`config.mk`:
```
export PLATFORM = sky130hd
export DESIGN_NAME = lnk_irq_event_reg
export DESIGN_NICKNAME = d
export VERILOG_FILES = /design/src/rtl/lnk_irq_pkg.sv /design/src/rtl/lnk_irq_toggle_det.sv /design/src/rtl/lnk_irq_ctx_summary.sv /design/src/rtl/lnk_irq_sticky_bank.sv /design/src/rtl/lnk_irq_event_reg.sv
export SDC_FILE = /design/constraint.sdc
export NUM_CORES = 1
export LEC_CHECK = 0
export BUFFER_PORTS_ARGS = -buffer_cell sky130_fd_sc_hd__buf_2
export CORE_MARGIN = 2
export CORE_UTILIZATION = 42
export CTS_BUF_LIST = sky130_fd_sc_hd__clkbuf_4 sky130_fd_sc_hd__clkbuf_8 sky130_fd_sc_hd__clkbuf_16
export CTS_CLUSTER_SIZE = 12
export DETAILED_ROUTE_END_ITERATION = 7
export GPL_TIMING_DRIVEN = 0
export PLACE_DENSITY_LB_ADDON = 0.08
export REMOVE_ABC_BUFFERS = 1
export SYNTH_ARGS = -nofsm -noshare
export SYNTH_HDL_FRONTEND = slang
export SYNTH_SLANG_ARGS = --single-unit
```
`constraint.sdc`:
```
create_clock -name clk -period 1.1 [get_ports clk]
set_input_delay 0.11 -clock clk [delete_from_list [all_inputs] [get_ports clk]]
set_output_delay 0.11 -clock clk [all_outputs]
set_load 0.03 [all_outputs]
```
`src/rtl/lnk_irq_pkg.sv`:
```
package lnk_irq_pkg;

   localparam int EVT_W = 32;

   typedef enum logic [1:0] {
      RA_EVENT = 2'd0,
      RA_SET   = 2'd1,
      RA_CLEAR = 2'd2,
      RA_MASK  = 2'd3
   } reg_addr_e;

   // Bit positions that other logic decodes
   localparam int B_ITX     = 6;
   localparam int B_IRX     = 7;
   localparam int B_SID2    = 15;
   localparam int B_SID     = 16;
   localparam int B_BUSRST  = 17;
   localparam int B_CYCSYN  = 20;
   localparam int B_SEC64   = 21;

   // Bits that a hardware strobe may set directly
   localparam logic [EVT_W-1:0] STROBE_MASK = 32'h004F_033F;
   // Bits held in flops (strobe bits plus the shadow and toggle bits)
   localparam logic [EVT_W-1:0] STICKY_MASK = 32'h007F_833F;

endpackage

```
`src/rtl/lnk_irq_toggle_det.sv`:
```
module lnk_irq_toggle_det #(
   parameter int W = 2
) (
   input  logic         clk,
   input  logic         rst_n,
   input  logic [W-1:0] level_i,
   output logic [W-1:0] changed_o
);

   logic [W-1:0] prev_q;

   always_ff @(posedge clk) begin
      if (!rst_n) prev_q <= '0;
      else        prev_q <= level_i;
   end

   assign changed_o = level_i ^ prev_q;

endmodule

```
`src/rtl/lnk_irq_ctx_summary.sv`:
```
module lnk_irq_ctx_summary #(
   parameter int N = 4
) (
   input  logic [N-1:0] ev_i,
   input  logic [N-1:0] mask_i,
   output logic         any_o
);

   generate
      if (N == 1) begin : g_single
         assign any_o = ev_i[0] & mask_i[0];
      end else begin : g_multi
         logic [N-1:0] hit;
         assign hit   = ev_i & mask_i;
         assign any_o = |hit;
      end
   endgenerate

endmodule

```
`src/rtl/lnk_irq_sticky_bank.sv`:
```
module lnk_irq_sticky_bank #(
   parameter int           W    = 32,
   parameter logic [W-1:0] IMPL = '1
) (
   input  logic         clk,
   input  logic         rst_n,
   input  logic [W-1:0] set_i,
   input  logic [W-1:0] clr_i,
   input  logic [W-1:0] force_i,
   output logic [W-1:0] q_o
);

   generate
      for (genvar i = 0; i < W; i++) begin : g_bit
         if (IMPL[i]) begin : g_ff
            logic q;
            // priority: forced clear, then set, then software clear
            always_ff @(posedge clk) begin
               if (!rst_n)          q <= 1'b0;
               else if (force_i[i]) q <= 1'b0;
               else if (set_i[i])   q <= 1'b1;
               else if (clr_i[i])   q <= 1'b0;
            end
            assign q_o[i] = q;
         end else begin : g_tie
            logic unused_in;
            assign unused_in = set_i[i] ^ clr_i[i] ^ force_i[i];
            assign q_o[i]    = 1'b0;
         end
      end
   endgenerate

endmodule

```
`src/rtl/lnk_irq_event_reg.sv`:
```
module lnk_irq_event_reg
   import lnk_irq_pkg::*;
#(
   parameter int NUM_IR_CTX = 4,
   parameter int NUM_IT_CTX = 4
) (
   input  logic                  clk,
   input  logic                  rst_n,
   input  logic [EVT_W-1:0]      ev_strobe,
   input  logic                  cyc_cnt_lsb,
   input  logic                  cyc_sec_bit6,
   input  logic [NUM_IR_CTX-1:0] isorx_event,
   input  logic [NUM_IR_CTX-1:0] isorx_mask,
   input  logic [NUM_IT_CTX-1:0] isotx_event,
   input  logic [NUM_IT_CTX-1:0] isotx_mask,
   input  logic                  reg_wr,
   input  logic [1:0]            reg_addr,
   input  logic [EVT_W-1:0]      reg_wdata,
   output logic [EVT_W-1:0]      reg_rdata,
   output logic                  irq
);

   localparam int MAX_CTX = 32;

   generate
      if (NUM_IR_CTX < 1 || NUM_IR_CTX > MAX_CTX) begin : g_bad_ir
         $error("NUM_IR_CTX out of range");
      end
      if (NUM_IT_CTX < 1 || NUM_IT_CTX > MAX_CTX) begin : g_bad_it
         $error("NUM_IT_CTX out of range");
      end
      if (EVT_W != 32) begin : g_bad_w
         $error("event word must be 32 bits");
      end
   endgenerate

   reg_addr_e        addr;
   logic [EVT_W-1:0] sw_set, sw_clr;
   logic [EVT_W-1:0] src, set_vec, force_vec;
   logic [EVT_W-1:0] latched, evt_view, mask_q;
   logic [1:0]       toggled;
   logic             rx_any, tx_any;
   logic             unused_strobes;

   assign addr   = reg_addr_e'(reg_addr);
   assign sw_set = (reg_wr && addr == RA_SET)   ? reg_wdata : '0;
   assign sw_clr = (reg_wr && addr == RA_CLEAR) ? reg_wdata : '0;

   assign unused_strobes = ^(ev_strobe & ~STROBE_MASK);

   lnk_irq_toggle_det #(.W(2)) u_tog (
      .clk       (clk),
      .rst_n     (rst_n),
      .level_i   ({cyc_sec_bit6, cyc_cnt_lsb}),
      .changed_o (toggled)
   );

   assign src = (ev_strobe & STROBE_MASK) | sw_set;

   // cross-bit coupling
   always_comb begin
      set_vec            = src;
      set_vec[B_CYCSYN]  = src[B_CYCSYN] | toggled[0];
      set_vec[B_SEC64]   = src[B_SEC64]  | toggled[1];
      set_vec[B_SID2]    = src[B_SID2]   | src[B_SID];
      force_vec          = '0;
      force_vec[B_SID]   = src[B_BUSRST];
   end

   lnk_irq_sticky_bank #(.W(EVT_W), .IMPL(STICKY_MASK)) u_bank (
      .clk     (clk),
      .rst_n   (rst_n),
      .set_i   (set_vec),
      .clr_i   (sw_clr),
      .force_i (force_vec),
      .q_o     (latched)
   );

   lnk_irq_ctx_summary #(.N(NUM_IR_CTX)) u_rx_sum (
      .ev_i   (isorx_event),
      .mask_i (isorx_mask),
      .any_o  (rx_any)
   );

   lnk_irq_ctx_summary #(.N(NUM_IT_CTX)) u_tx_sum (
      .ev_i   (isotx_event),
      .mask_i (isotx_mask),
      .any_o  (tx_any)
   );

   always_comb begin
      evt_view        = latched;
      evt_view[B_ITX] = tx_any;
      evt_view[B_IRX] = rx_any;
   end

   always_ff @(posedge clk) begin
      if (!rst_n)                        mask_q <= '0;
      else if (reg_wr && addr == RA_MASK) mask_q <= reg_wdata;
   end

   assign reg_rdata = (addr == RA_MASK) ? mask_q : evt_view;
   assign irq       = |(evt_view & mask_q);

endmodule

```
; ---- Word-level counts from Yosys, hierarchy flattened
; Index checks and enable logic that the tools add are counted.
[word_totals]
register_bits = 50
in_bits = 87
output_inout_bits = 33
wordCells = 88
[classes]
n_eq_ne = 3
mux = 35
n_bitwise = 9
reduce_logical = 23
[ops]
columns = cell, count
row1 = $mux W23, 2
row2 = $and A23 B32 Y32, 1
row3 = $mux W1, 32
row4 = $mux W32, 1
row5 = $reduce_bool A2 Y1, 16
row6 = $reduce_or A32 Y1, 1
row7 = $or A23 B23 Y23, 1
row8 = $and A4 B4 Y4, 2
row9 = $reduce_or A4 Y1, 2
row10 = $eq A2 B2 Y1 const B, 2
row11 = $logic_and A1 B1 Y1, 3
row12 = $or A1 B1 Y1, 3
row13 = $eq A2 B1 Y1 const B, 1
row14 = $reduce_or A2 Y1, 1
row15 = $xor A2 B2 Y2, 1
row16 = $not A1 Y1, 1

; ---- Depth between registers and ports, before layout
; Gate-level depths: netlist of the first run.
[logic_depth]
word_depth = 6
ltp_mapped = 7
depth_no_buf = 4

; ---- Cells and area by module
; Synthesis of the first run repeated with hierarchy kept, for this count alone.
[unflattened]
cells_unflattened = 382
hier_area_um2 = 3225.6
[by_module_without_submodules]
columns = module, instances, cells_per_inst, area_each_um2, seq_area_each_um2
row1 = lnk_irq_event_reg, 1, 271, 2200.9, 640.6
row2 = lnk_irq_sticky_bank, 1, 99, 915.9, 320.3
row3 = lnk_irq_toggle_det, 1, 6, 71.3, 40.0
row4 = lnk_irq_ctx_summary, 2, 3, 18.8, 0.0

; ---- Least setup slack after synthesis of the first run
; No wires, ideal clock.
[synth_timing]
path_kind = register to output
start = register u_bank.g_bit[9].g_ff.q
end = output irq
t_arrival_ns = 1.222
required_time_ns = 0.990
path_slack_ns = -0.232
path_stages_with_launch = 5
path_buffers = 0
cell_sequence = dfxtp_1 -> a22o_1 -> a221oi_1 -> nand4_1 -> a221o_1
[synth_between]
elab_chain_len = 2
[synth_lines]
columns = item, line_no
row1 = start: declaration, lnk_irq_sticky_bank.sv:16  ; logic q;
row2 = start signal: assignment, lnk_irq_sticky_bank.sv:19  ; if (!rst_n) q <= 1'b0;
row3 = start signal: assignment, lnk_irq_sticky_bank.sv:20  ; else if (force_i[i]) q <= 1'b0;
row4 = start signal: assignment, lnk_irq_sticky_bank.sv:21  ; else if (set_i[i]) q <= 1'b1;
row5 = $and A23 B32 Y32, lnk_irq_event_reg.sv:103  ; assign irq = |(evt_view & mask_q);
row6 = $reduce_or A32 Y1, lnk_irq_event_reg.sv:103
row7 = end: declaration, lnk_irq_event_reg.sv:20  ; output logic irq
; No other way between the ends.

; ---- Worst setup path after layout of the first run
[layout_timing]
start = register mask_q[8]
end = output irq
[layout_between]
elab_chain_len = 2
[layout_lines]
columns = item, line_no
row1 = start: declaration, lnk_irq_event_reg.sv:40  ; logic [EVT_W-1:0] latched, evt_view, mask_q;
row2 = start signal: assignment, lnk_irq_event_reg.sv:99  ; else if (reg_wr && addr == RA_MASK) mask_q <= reg_wdata;
row3 = $and A23 B32 Y32, lnk_irq_event_reg.sv:103
row4 = $reduce_or A32 Y1, lnk_irq_event_reg.sv:103
; No other way between the ends.

==> results by group, run 1 <==
Status
  • Status: complete, but fails checks
  • Failing checks: negative setup slack

Detailed routing
  • Total Wirelength: 6.64 mm
  • DRC viols: 0
  • Drt first pass iters: 4
  • ANT nets after route: 0
  • First-iteration detailed-routing DRC count: a little over 80
  • Total vias in the final route: around 2300
  • Via density: 5.19
  • Routed WL per cell: 14.8 um

Placement
  • Placement Setup Slack: -0.831 ns
  • Cell Area, Placed: 2920 um2
  • DP Cell Count: 428
  • PortBufs: 100
  • Post-DP HPWL: 4.04 mm
  • Final Wtd Congestion: a little over 0.7

Synth
  • Mean Syn Cell Area: 8.89 um2
  • Adder-cell share of the synthesized area: 0%
  • Synthesized flop and latch total: 50
  • Synth unique cells: 30
  • Top_reg_cell synth: dfxtp_1
  • Library cell with the highest instance count after synthesis: nand2_1
  • Cells after synthesis: 277
  • Post-synth top area share: 40.7%
  • Register area share after synthesis: roughly two fifths
  • Simple-Gate Fraction of Synth Area: 22.6%
  • Most area-hungry cell type in the Yosys netlist: dfxtp_1
  • Combinational family with the most area after synthesis: compound AO/OA/AOI/OAI gates
  • Post-synth top cells: 84 x nand2_1, 50 x dfxtp_1, 27 x a21boi_0
  • Ys Warns: 0
  • Synth area leaders: dfxtp_1 41%, nand2_1 13%, a21boi_0 8.2%, mux2_2 7.3%, a221oi_2 4.9%
  • Ys async rst share: 0%
  • Cell Area, Synth: 2460 um2
  • Synth Area in Compound Gates: 23.3%
  • EDFF count, synth: 0
  • Post-synthesis mux area share: under 10%
  • Post-Synth XOR/XNOR Area: 0.711%

Global route
  • First-pass GRT wire length: 10.3 mm
  • Gr usage total: between 20 and 25%
  • Congestion Overflow GR: 0
  • Initial antenna violation count: 0
  • Largest net degree at the start of global routing: 51
  • Vias in the first global route: approximately 2300

STA
  • Final number of hold-violating endpoints: 0
  • Clock skew: about 0.00018 ns
  • Final setup margin: -0.722 ns
  • Max Freq: 549 MHz
  • Tcrit/Tclk final: 166%
  • Max_slew headroom: 49.3%
  • Final setup viols: 19
  • Worst-Margin Slew: 0.761 ns
  • Final min period: approximately 1.8 ns
  • RSZ-0062 raised after global routing: true
  • Slew Viols, Final: 0

Power
  • Total power: 3.94 mW
  • Leak pwr: 1.52 nW
  • Peak supply drop: 713 uV
  • Power Density: 1150 nW/um2

Layout
  • Syn-to-layout area delta: 38.8%
  • N_diodes: 0
  • Nets: 462
  • Share of layout cells above drive strength 1: 50.9%
  • Final instance area: 3420 um2
  • Non-filler instance count after layout: 447

Clocking
  • Clk root buf: clkbuf_8
  • CTS buffer count: 5
  • CTS tree: built
  • CTS H-tree depth: 2
  • Clock sink count: 50
  • Worst-path clk slew: 0.09 ns
  • Post-cts hold buffer count: 0
  • CTS max path bufs: 2
  • Worst skew pair latency: 0.29 ns

Worst setup path
  • CP required: 0.99 ns
  • Reg2Reg Depth: 3
  • CP delay by family, top: compound AO/OA/AOI/OAI gates
  • WP depth: 5
  • Reg-to-reg startpoint: u_bank.g_bit[19].g_ff.q$_SDFFE_PN0P_
  • CP max stage cell: dfxtp_2
  • Worst setup endpoint: irq
  • Crit path cell chain: a22o_1 -> a221oi_2 -> nand4_1 -> a221o_1 -> buf_6
  • Crit. End Element: primary output
  • FF-to-FF setup slack: 0.17 ns
  • Worst flop-to-flop path endpoint: u_bank.g_bit[19].g_ff.q$_SDFFE_PN0P_
  • Crit path max fanout: 2
  • WS Path Type: register to primary output
  • CP startpoint: mask_q[8]$_SDFFE_PN0P_
  • Arrival time at the worst endpoint: 1.71 ns
  • Nature of the critical path startpoint: register
  • WP buf/inv: 1
  • CP peak stage delay: 0.34 ns

Flow run
  • Max Cap Violations: 0

Floorplan
  • Die Width: just over 80 um
  • Starting Density: 44.2%
  • Core ar.: between 5000 and 6000 um2
  • Die H: 80.6 um
  • Die area: 6490 um2
  • # rows: 27
  • # IOs: 120

Hold path
  • Worst hold path type: input port to register
  • Hold Path Cell Cnt: 3
[worst min-delay path, cell delays in order]
cell and delay [ns]:
buf_2 0.07, a221oi_1 0.03, nor2b_1 0.09
[registers in the layout, summed over array words and instances, names as in the netlist]
name / cells
mask_q: 32
u_bank.g_bit.g_ff.q: 16
u_tog.prev_q: 2
[metal layers]
layer  wire length (um)  share of wire, %  vias up  global-route usage (%)
met5                  0                 0        -                       0
met4                 63              0.95        0                    5.25
met3                530               8.0        7                    5.73
met2               3140                47       81                    35.6
met1               2900                44     1069                    23.9
li1                   -                 -     1164                       -
[cell families (layout without fill, tap and decap cells)]
logic type	after synthesis	after routing
XOR/XNOR	2	2
AO/OA/AOI/OAI	66	66
flip-flops	50	50
AND/OR/NAND/NOR	122	124
multiplexers	16	16
buffers and inverters	21	117
[where the power goes]
group | switching [mW] | internal (mW)
Combinational | 0.455 | 0.436
Sequential | 0.0717 | 1.91
Clock | 0.575 | 0.489
[layout make-up]
class,count,area [um2]
repair buffers,110,741
clock buffers,7,83.8
flip-flops and latches,50,1040
multi-input cells,208,1460
well taps,72,90.1
fillers,514,2160
[through the flow]
| step | hold slack [ns] | setup TNS (ns) | utilization, % |
|---|---|---|---|
| 4_1_cts | 0.0314 | -2.19 | 58.4 |
| 3_3_place_gp | 0.339 | -45.72 | 52.4 |
| 3_5_place_dp | 0.348 | -46.22 | 52.4 |
| 6_report | 0.0369 | -2.12 | 61.3 |
| 2_1_floorplan | 0.224 | -0.853 | - |
| 5_1_grt | 0.0401 | -2.87 | 61.3 |
[repair_timing]
item                                    CTS  global route
gates cloned                              0             2
resized for setup                        81            42
setup buffers                             3             7
endpoints found under the setup margin   67            66
pin swaps                                 2             3
[layout by cell type, fill, tap and decap left out, drive strengths merged]
cell,count
a21boi,33
a21oi,3
a221o,1
a221oi,18
a22o,4
a22oi,4
a31oi,2
and2,2
and3,15
and3b,3
buf,107
clkbuf,10
dfxtp,50
mux2,16
nand2,85
nand3,1
nand4,1
nor2,3
nor2b,13
o21a,1
or2,1
xor2,2
[worst min-delay path by stage]
stage                                           endpoint  slack, ns           from
finish              u_bank.g_bit[18].g_ff.q$_SDFFE_PN0P_       0.04  ev_strobe[18]
floorplan           u_bank.g_bit[16].g_ff.q$_SDFFE_PP0P_       0.22          rst_n
global placement              u_tog.prev_q[0]$_SDFF_PN0_       0.34    cyc_cnt_lsb
CTS                 u_bank.g_bit[18].g_ff.q$_SDFFE_PN0P_       0.03  ev_strobe[18]
global route         u_bank.g_bit[2].g_ff.q$_SDFFE_PN0P_       0.04   ev_strobe[2]
detailed placement            u_tog.prev_q[0]$_SDFF_PN0_       0.35    cyc_cnt_lsb
No activity file was read; power rests on OpenSTA's default activity.
==> inputs of run 2 (changes only) <==
--- a/config.mk
+++ b/config.mk
@@ -5,6 +5,8 @@
 export SDC_FILE = /design/constraint.sdc
 export NUM_CORES = 1
 export LEC_CHECK = 0
+export ABC_AREA = 1
+export ABC_CLOCK_PERIOD_IN_PS = 1100
 export BUFFER_PORTS_ARGS = -buffer_cell sky130_fd_sc_hd__buf_2
 export CORE_MARGIN = 2
 export CORE_UTILIZATION = 42
==> results by group, run 2 <==
Status
  • Status: complete, but fails checks
  • Failing checks: negative setup slack

Floorplan
  • # IOs: 120 (unchanged)
  • Core ar.: 5850 um2 (+5.0%)
  • Die H: 81.6 um (+1.2%)
  • Die Width: 81.6 um (+1.2%)
  • Starting Density: 43.2% (-1.0 points)
  • Die area: 6650 um2 (+2.5%)
  • # rows: 28 (+3.7%)

Layout
  • Most common cell after layout, fill and taps aside: nand2_1
  • Final instance area: 3470 um2 (+1.5%)
  • Finished Core Util: 59.3% (-2.0 points)
  • Max reg flops: 32 (unchanged)
  • Nets: 568 (+23%)
  • Share of layout cells above drive strength 1: 41.7% (-9.2 points)
  • Largest register by flop count: mask_q
  • Commonest cells after routing, fill and taps aside: 67 x nand2_1, 65 x buf_2, 62 x inv_1
  • # fillers: 591 (+15%)
  • Syn-to-layout area delta: 37.3%
  • N_diodes: 0 (unchanged)
  • Biggest regs: mask_q (32), u_bank.g_bit.g_ff.q (16), u_tog.prev_q (2)

Worst setup path
  • Reg-to-reg startpoint: u_tog.prev_q[0]$_SDFF_PN0_
  • CP required: 0.99 ns (about the same)
  • CP max stage cell: dfxtp_2
  • Crit. End Element: primary output
  • Arrival time at the worst endpoint: 1.27 ns (-0.44 ns)
  • FF-to-FF setup slack: 0.38 ns (+0.21 ns)
  • Reg2Reg Depth: 4 (+1)
  • Crit path cell chain: nand2_2 -> nand2_2 -> nor2_2 -> nand2_1 -> nor2_1 -> nand2_1 -> buf_6
  • WS Path Type: register to primary output
  • Worst flop-to-flop path endpoint: u_bank.g_bit[20].g_ff.q$_SDFFE_PN0P_
  • Crit path max fanout: 2 (unchanged)
  • CP peak stage delay: 0.33 ns (about the same)
  • Nature of the critical path startpoint: register

Global route
  • Gr usage total: 21.0% (+0.77 points)
  • First-pass GRT wire length: 10.6 mm (+3.3%)
  • Congestion Overflow GR: 0 (unchanged)
  • Largest net degree at the start of global routing: 37 (-27%)
  • Initial antenna violation count: 0 (unchanged)
  • Vias in the first global route: 2336 (+2.6%)

Power
  • Clock power share: 27.5% (+0.5 points)
  • Psw: 1.28 mW (+16%)
  • Combinational fraction of design power: 24.1% (+1.5 points)
  • Part of the power in registers: 48.4% (-1.9 points)
  • Leak pwr: 1.72 nW (+14%)
  • Peak supply drop: 707 uV (-0.88%)
  • Sw Share: 30.8% (+2.8 points)
  • Cell Int Power: 2.87 mW (+1.2%)
  • Power Density: 1190 nW/um2 (+3.7%)

Clocking
  • Worst-path clk slew: 0.09 ns (about the same)
  • CTS buffer count: 5 (unchanged)
  • Clock sink count: 50 (unchanged)
  • CTS max path bufs: 2 (unchanged)
  • Worst skew pair latency: 0.30 ns (about the same)
  • CTS tree: built
  • Clk root buf: clkbuf_8
  • CTS H-tree depth: 2 (unchanged)

Synth
  • Register area share after synthesis: 39.6% (-1.0 points)
  • Cells after synthesis: 389 (+40%)
  • Post-synth top cells: 79 x inv_1, 77 x nand2_1, 50 x dfxtp_1
  • Synth area leaders: dfxtp_1 40%, inv_1 12%, nand2_1 11%, a21oi_1 9.3%, o21ai_1 8.3%
  • Cell Area, Synth: 2530 um2 (+2.6%)
  • Post-synth top area share: 39.6% (-1.0 points)
  • Mean Syn Cell Area: 6.49 um2 (-27%)
  • Top_reg_cell synth: dfxtp_1
  • EDFF count, synth: 0 (unchanged)
  • Ys async rst share: 0% (unchanged)
  • Ys Warns: 0 (unchanged)
  • Most area-hungry cell type in the Yosys netlist: dfxtp_1
  • Library cell with the highest instance count after synthesis: inv_1
  • Synthesized flop and latch total: 50 (unchanged)
  • Synth unique cells: 16 (-47%)

STA
  • Tcrit/Tclk final: 125% (-40 points)
  • Clock skew: 0.000610 ns (+0.000431 ns)
  • Hold_ws: 0.00970 ns (-0.0272 ns)
  • Final setup margin: -0.277 ns (+0.445 ns)
  • Max Freq: 726 MHz (+32%)
  • Final number of hold-violating endpoints: 0 (unchanged)
  • Slew Viols, Final: 0 (unchanged)
  • Worst-Margin Slew: 0.688 ns (-0.0726 ns)
  • Final setup viols: 1 (-18)
  • Final min period: 1.38 ns (-0.445 ns)
  • RSZ-0062 raised after global routing: true
  • Max_slew headroom: 54.1% (+4.8 points)

Detailed routing
  • Total vias in the final route: 2727 (+17%)
  • Via density: 4.90 (-5.7%)
  • Drt first pass iters: 4 (unchanged)
  • DRC viols: 0 (unchanged)
  • ANT nets after route: 0 (unchanged)
  • Total Wirelength: 7.03 mm (+5.9%)
  • Routed WL per cell: 12.6 um (-15%)
  • First-iteration detailed-routing DRC count: 91 (+9.6%)

Placement
  • Cell Area, Placed: 3000 um2 (+2.8%)
  • Final Wtd Congestion: 0.712 (-0.66%)
  • Post-DP HPWL: 4.07 mm (+0.89%)
  • Placement Setup Slack: -1.16 ns (-0.330 ns)
  • PortBufs: 100 (unchanged)

Flow run
  • Max Cap Violations: 0 (unchanged)

Hold path
  • Hold Path Cell Cnt: 3 (unchanged)
  • Hold endpoint: u_tog.prev_q[1]$_SDFF_PN0_
  • Min-delay src: cyc_sec_bit6
  • Worst hold path type: input port to register
run 2: cell count changes in the layout (fill, tap and decap cells not counted), sizes merged, moves of 4 or more:
cell | before | now
a221oi | 18 | 0
buf | 107 | 103
a22o | 4 | 0
nor2 | 3 | 27
a22oi | 4 | 0
nand4 | 1 | 18
nor2b | 13 | 0
a21boi | 33 | 0
and3 | 15 | 0
mux2 | 16 | 0
a21oi | 3 | 47
o21ai | 0 | 64
nand2 | 85 | 81
inv | 0 | 79
run 2: through the flow:
stage	total power, mW	TNS (ns)	std cells
after floorplan	2.50	-31.82	368
after global placement	2.82	-89.29	543
after detailed placement	2.84	-59.79	543
after CTS	4.11	-0.322	555
after global routing	4.39	-0.756	557
final	4.14	-0.277	557
run 2: kinds of logic after synthesis:
family	count (synthesis)	synth area share, %
DFF	50	39.6
xor gates and xnor gates	2	0.694
buffers and inverters	101	16.7
and+or+nand+nor	125	21.0
AOI/OAI and AO/OA	111	22.0
run 2: worst max-delay path by stage:
| stage | startpoint | end | depth (start not counted) |
|---|---|---|---|
| floorplan | reg_addr[0] | reg_rdata[6] | 3 |
| global placement | reg_addr[0] | mask_q[1]$_SDFFE_PN0P_ | 6 |
| detailed placement | reg_addr[0] | mask_q[1]$_SDFFE_PN0P_ | 6 |
| global route | mask_q[20]$_SDFFE_PN0P_ | irq | 7 |
| CTS | mask_q[8]$_SDFFE_PN0P_ | irq | 7 |
| finish | mask_q[8]$_SDFFE_PN0P_ | irq | 7 |
run 2: final cells by class:
| class | instances | area [um2] | share of cell area [%] |
|---|---|---|---|
| repair buffers | 103 | 667 | 19.2 |
| inverters | 80 | 309 | 8.91 |
| well taps | 75 | 93.8 | 2.70 |
| clock inverters | 1 | 5.00 | 0.144 |
| clock buffers | 7 | 90.1 | 2.60 |
| flip-flops and latches | 50 | 1050 | 30.3 |
| multi-input cells | 241 | 1250 | 36.1 |
run 2: worst max-delay path: cells and delay by family, from the launching register on:
kind | cells | cell delay (ns)
flops | 1 | 0.33
simple gates | 6 | 0.49
buf+inv | 1 | 0.14
run 2: power groups by stage:
stage	registers [mW]	logic (mW)	clock network, mW
after floorplan	2.00	0.499	0
after global placement	2.01	0.810	0
after detailed placement	2.02	0.822	0
after CTS	1.99	0.946	1.17
after global routing	2.02	1.10	1.26
final	2.01	1.00	1.14
run 2: metal layers:
metal | routed length, um | vias to the layer above | share of wire, % | track usage (%)
met5 | 0 | - | 0 | 0
met4 | 98 | 0 | 1.4 | 5.93
met3 | 354 | 9 | 5.0 | 4.29
met1 | 2970 | 1234 | 42 | 23.7
li1 | - | 1410 | - | -
met2 | 3610 | 74 | 51 | 39.4
run 2: timing repair:
action,in CTS,in global routing
setup endpoints to repair,69,33
setup buffers,2,1
hold buffers,0,0
pin swaps,14,23
gates cloned,2,1
gates resized for setup,79,88
==> inputs of run 3 (changes only) <==
--- a/config.mk
+++ b/config.mk
@@ -15,6 +15,7 @@
 export DETAILED_ROUTE_END_ITERATION = 7
 export GPL_TIMING_DRIVEN = 0
 export PLACE_DENSITY_LB_ADDON = 0.08
+export RECOVER_POWER = 50
 export REMOVE_ABC_BUFFERS = 1
 export SYNTH_ARGS = -nofsm -noshare
 export SYNTH_HDL_FRONTEND = slang
==> results by group, run 3 (same netlist as run 2, synthesis figures left out) <==
Status
  • Status: complete, but fails checks
  • Failing checks: negative setup slack

Placement
  • PortBufs: 100 (unchanged)
  • Placement Setup Slack: -1.16 ns (unchanged)
  • Final Wtd Congestion: 0.712 (unchanged)
  • Post-DP HPWL: 4.07 mm (unchanged)

Worst setup path
  • CP peak stage delay: 0.33 ns (about the same)
  • WS Path Type: register to primary output
  • Crit path cell chain: nand2_2 -> nand2_2 -> nor2_2 -> nand2_1 -> nor2_1 -> nand2_1 -> buf_6
  • Arrival time at the worst endpoint: 1.26 ns (about the same)
  • Nature of the critical path startpoint: register
  • Crit path max fanout: 2 (unchanged)
  • Reg2Reg Depth: 4 (unchanged)
  • WP depth: 7 (unchanged)
  • Crit. End Element: primary output
  • CP max stage cell: dfxtp_2
  • WP buf/inv: 1 (unchanged)
  • CP delay by family, top: simple AND/OR/NAND/NOR gates
  • CP required: 0.99 ns (about the same)

Layout
  • Most common cell after layout, fill and taps aside: nand2_1
  • Syn-to-layout area delta: 37.2% (about the same)
  • Biggest regs: mask_q (32), u_bank.g_bit.g_ff.q (16), u_tog.prev_q (2)
  • N_diodes: 0 (unchanged)
  • Share of layout cells above drive strength 1: 41.7% (unchanged)
  • Largest register by flop count: mask_q
  • Nets: 568 (unchanged)
  • # fillers: 592 (+0.17%)
  • Commonest cells after routing, fill and taps aside: 67 x nand2_1, 63 x buf_2, 62 x inv_1
  • Max reg flops: 32 (unchanged)

Detailed routing
  • First-iteration detailed-routing DRC count: 94 (+3.3%)
  • Total vias in the final route: 2720 (-0.26%)
  • ANT nets after route: 0 (unchanged)
  • Routed WL per cell: 12.6 um (about the same)
  • Via density: 4.88 (-0.26%)
  • Drt first pass iters: 4 (unchanged)
  • Total Wirelength: 7.02 mm (about the same)
  • DRC viols: 0 (unchanged)

Floorplan
  • # IOs: 120 (unchanged)
  • # rows: 28 (unchanged)
  • Core ar.: 5850 um2 (unchanged)
  • Starting Density: 43.2% (unchanged)
  • Die Width: 81.6 um (unchanged)
  • Die area: 6650 um2 (unchanged)
  • Die H: 81.6 um (unchanged)

STA
  • Final setup viols: 1 (unchanged)
  • Final number of hold-violating endpoints: 0 (unchanged)
  • Tcrit/Tclk final: 125% (-0.18 points)
  • Final min period: 1.37 ns (-0.00194 ns)
  • Final setup margin: -0.275 ns (+0.00194 ns)
  • Slew Viols, Final: 0 (unchanged)
  • Clock skew: 0.000610 ns (+0.0000000560 ns)
  • Max_slew headroom: 50.1% (-4.0 points)
  • Max Freq: 727 MHz (+0.14%)
  • Worst-Margin Slew: 0.748 ns (+0.0602 ns)
  • RSZ-0062 raised after global routing: true

Clocking
  • Clock sink count: 50 (unchanged)
  • Post-cts hold buffer count: 0 (unchanged)
  • Worst skew pair latency: 0.30 ns (about the same)
  • CTS H-tree depth: 2 (unchanged)
  • Clk root buf: clkbuf_8
  • CTS max path bufs: 2 (unchanged)
  • Worst-path clk slew: 0.09 ns (about the same)
  • CTS tree: built
  • CTS buffer count: 5 (unchanged)

Power
  • Combinational fraction of design power: 24.1% (about the same)
  • Clock power share: 27.5% (about the same)
  • Sw Share: 30.8% (about the same)
  • Psw: 1.27 mW (about the same)
  • Leak pwr: 1.73 nW (about the same)
  • Power Density: 1200 nW/um2 (about the same)
  • Cell Int Power: 2.87 mW (about the same)
  • Part of the power in registers: 48.4% (about the same)
  • Total power: 4.14 mW (about the same)
  • Peak supply drop: 707 uV (about the same)

Flow run
  • Max Cap Violations: 0 (unchanged)

Global route
  • Gr usage total: 21.0% (unchanged)
  • Initial antenna violation count: 0 (unchanged)
  • Vias in the first global route: 2336 (unchanged)
  • Largest net degree at the start of global routing: 37 (unchanged)
  • First-pass GRT wire length: 10.6 mm (unchanged)
  • Congestion Overflow GR: 0 (unchanged)

Hold path
  • Worst hold path type: input port to register
  • Hold Path Cell Cnt: 3 (unchanged)
[run 3: cell types whose count changed in the layout (fill, tap and decap cells not counted), sizes merged]
cell | previous run | this run
clkbuf | 7 | 9
buf | 103 | 101
[run 3: power by group through the flow]
| stage | Clock, mW | Sequential, mW | Combinational, mW |
|---|---|---|---|
| 4_1_cts | 1.17 | 1.99 | 0.946 |
| 2_1_floorplan | 0 | 2.00 | 0.499 |
| 3_3_place_gp | 0 | 2.01 | 0.810 |
| 5_1_grt | 1.26 | 2.02 | 1.10 |
| 3_5_place_dp | 0 | 2.02 | 0.822 |
| 6_report | 1.14 | 2.01 | 0.999 |
[run 3: per-layer routing]
metal	global-route usage [%]	vias to the layer above	share of wire [%]
met5	0	-	0
li1	-	1410	-
met2	39.4	71	51
met3	4.29	9	5.0
met4	5.93	0	1.4
met1	23.7	1230	43
[run 3: final timing paths]
check                        startpoint                              endpoint  slack, ns
max              mask_q[8]$_SDFFE_PN0P_                                   irq      -0.27
min                        cyc_sec_bit6            u_tog.prev_q[1]$_SDFF_PN0_       0.01
max reg2reg  u_tog.prev_q[0]$_SDFF_PN0_  u_bank.g_bit[20].g_ff.q$_SDFFE_PN0P_       0.38
min reg2reg     mask_q[25]$_SDFFE_PN0P_               mask_q[25]$_SDFFE_PN0P_       0.46
[run 3: repair_timing]
| item | 4_1_cts | 5_1_grt |
|---|---|---|
| setup buffers | 2 | 1 |
| gates cloned | 2 | 1 |
| pin swaps | 14 | 23 |
| endpoints found under the setup margin | 69 | 33 |
| gates resized for setup | 79 | 88 |
[run 3: through the flow]
stage	setup TNS (ns)	instance area [um2]	hold WS, ns	instances	util, %
floorplan	-31.82	2400	0.203	368	-
global placement	-89.29	3000	0.318	543	51.2
detailed placement	-59.79	3000	0.323	543	51.3
CTS	-0.322	3300	0.00336	555	56.4
global route	-1.72	3470	0.00426	557	59.3
finish	-0.275	3470	0.00961	557	59.3
[run 3: layout make-up]
class	instances	area, um2	area share [%]
multi-input combinational	241	1250	36.1
inverter	80	307	8.84
timing repair buffer	103	667	19.2
clock buffer	7	90.1	2.60
sequential	50	1050	30.4
clock inverter	1	5.00	0.144
tap	75	93.8	2.71
[run 3: worst reg2reg max path, cell delays in order (launching register included)]
cell     delay [ns]
dfxtp_1        0.32
xnor2_1        0.15
nand2_1        0.06
inv_1          0.05
a21oi_1        0.05
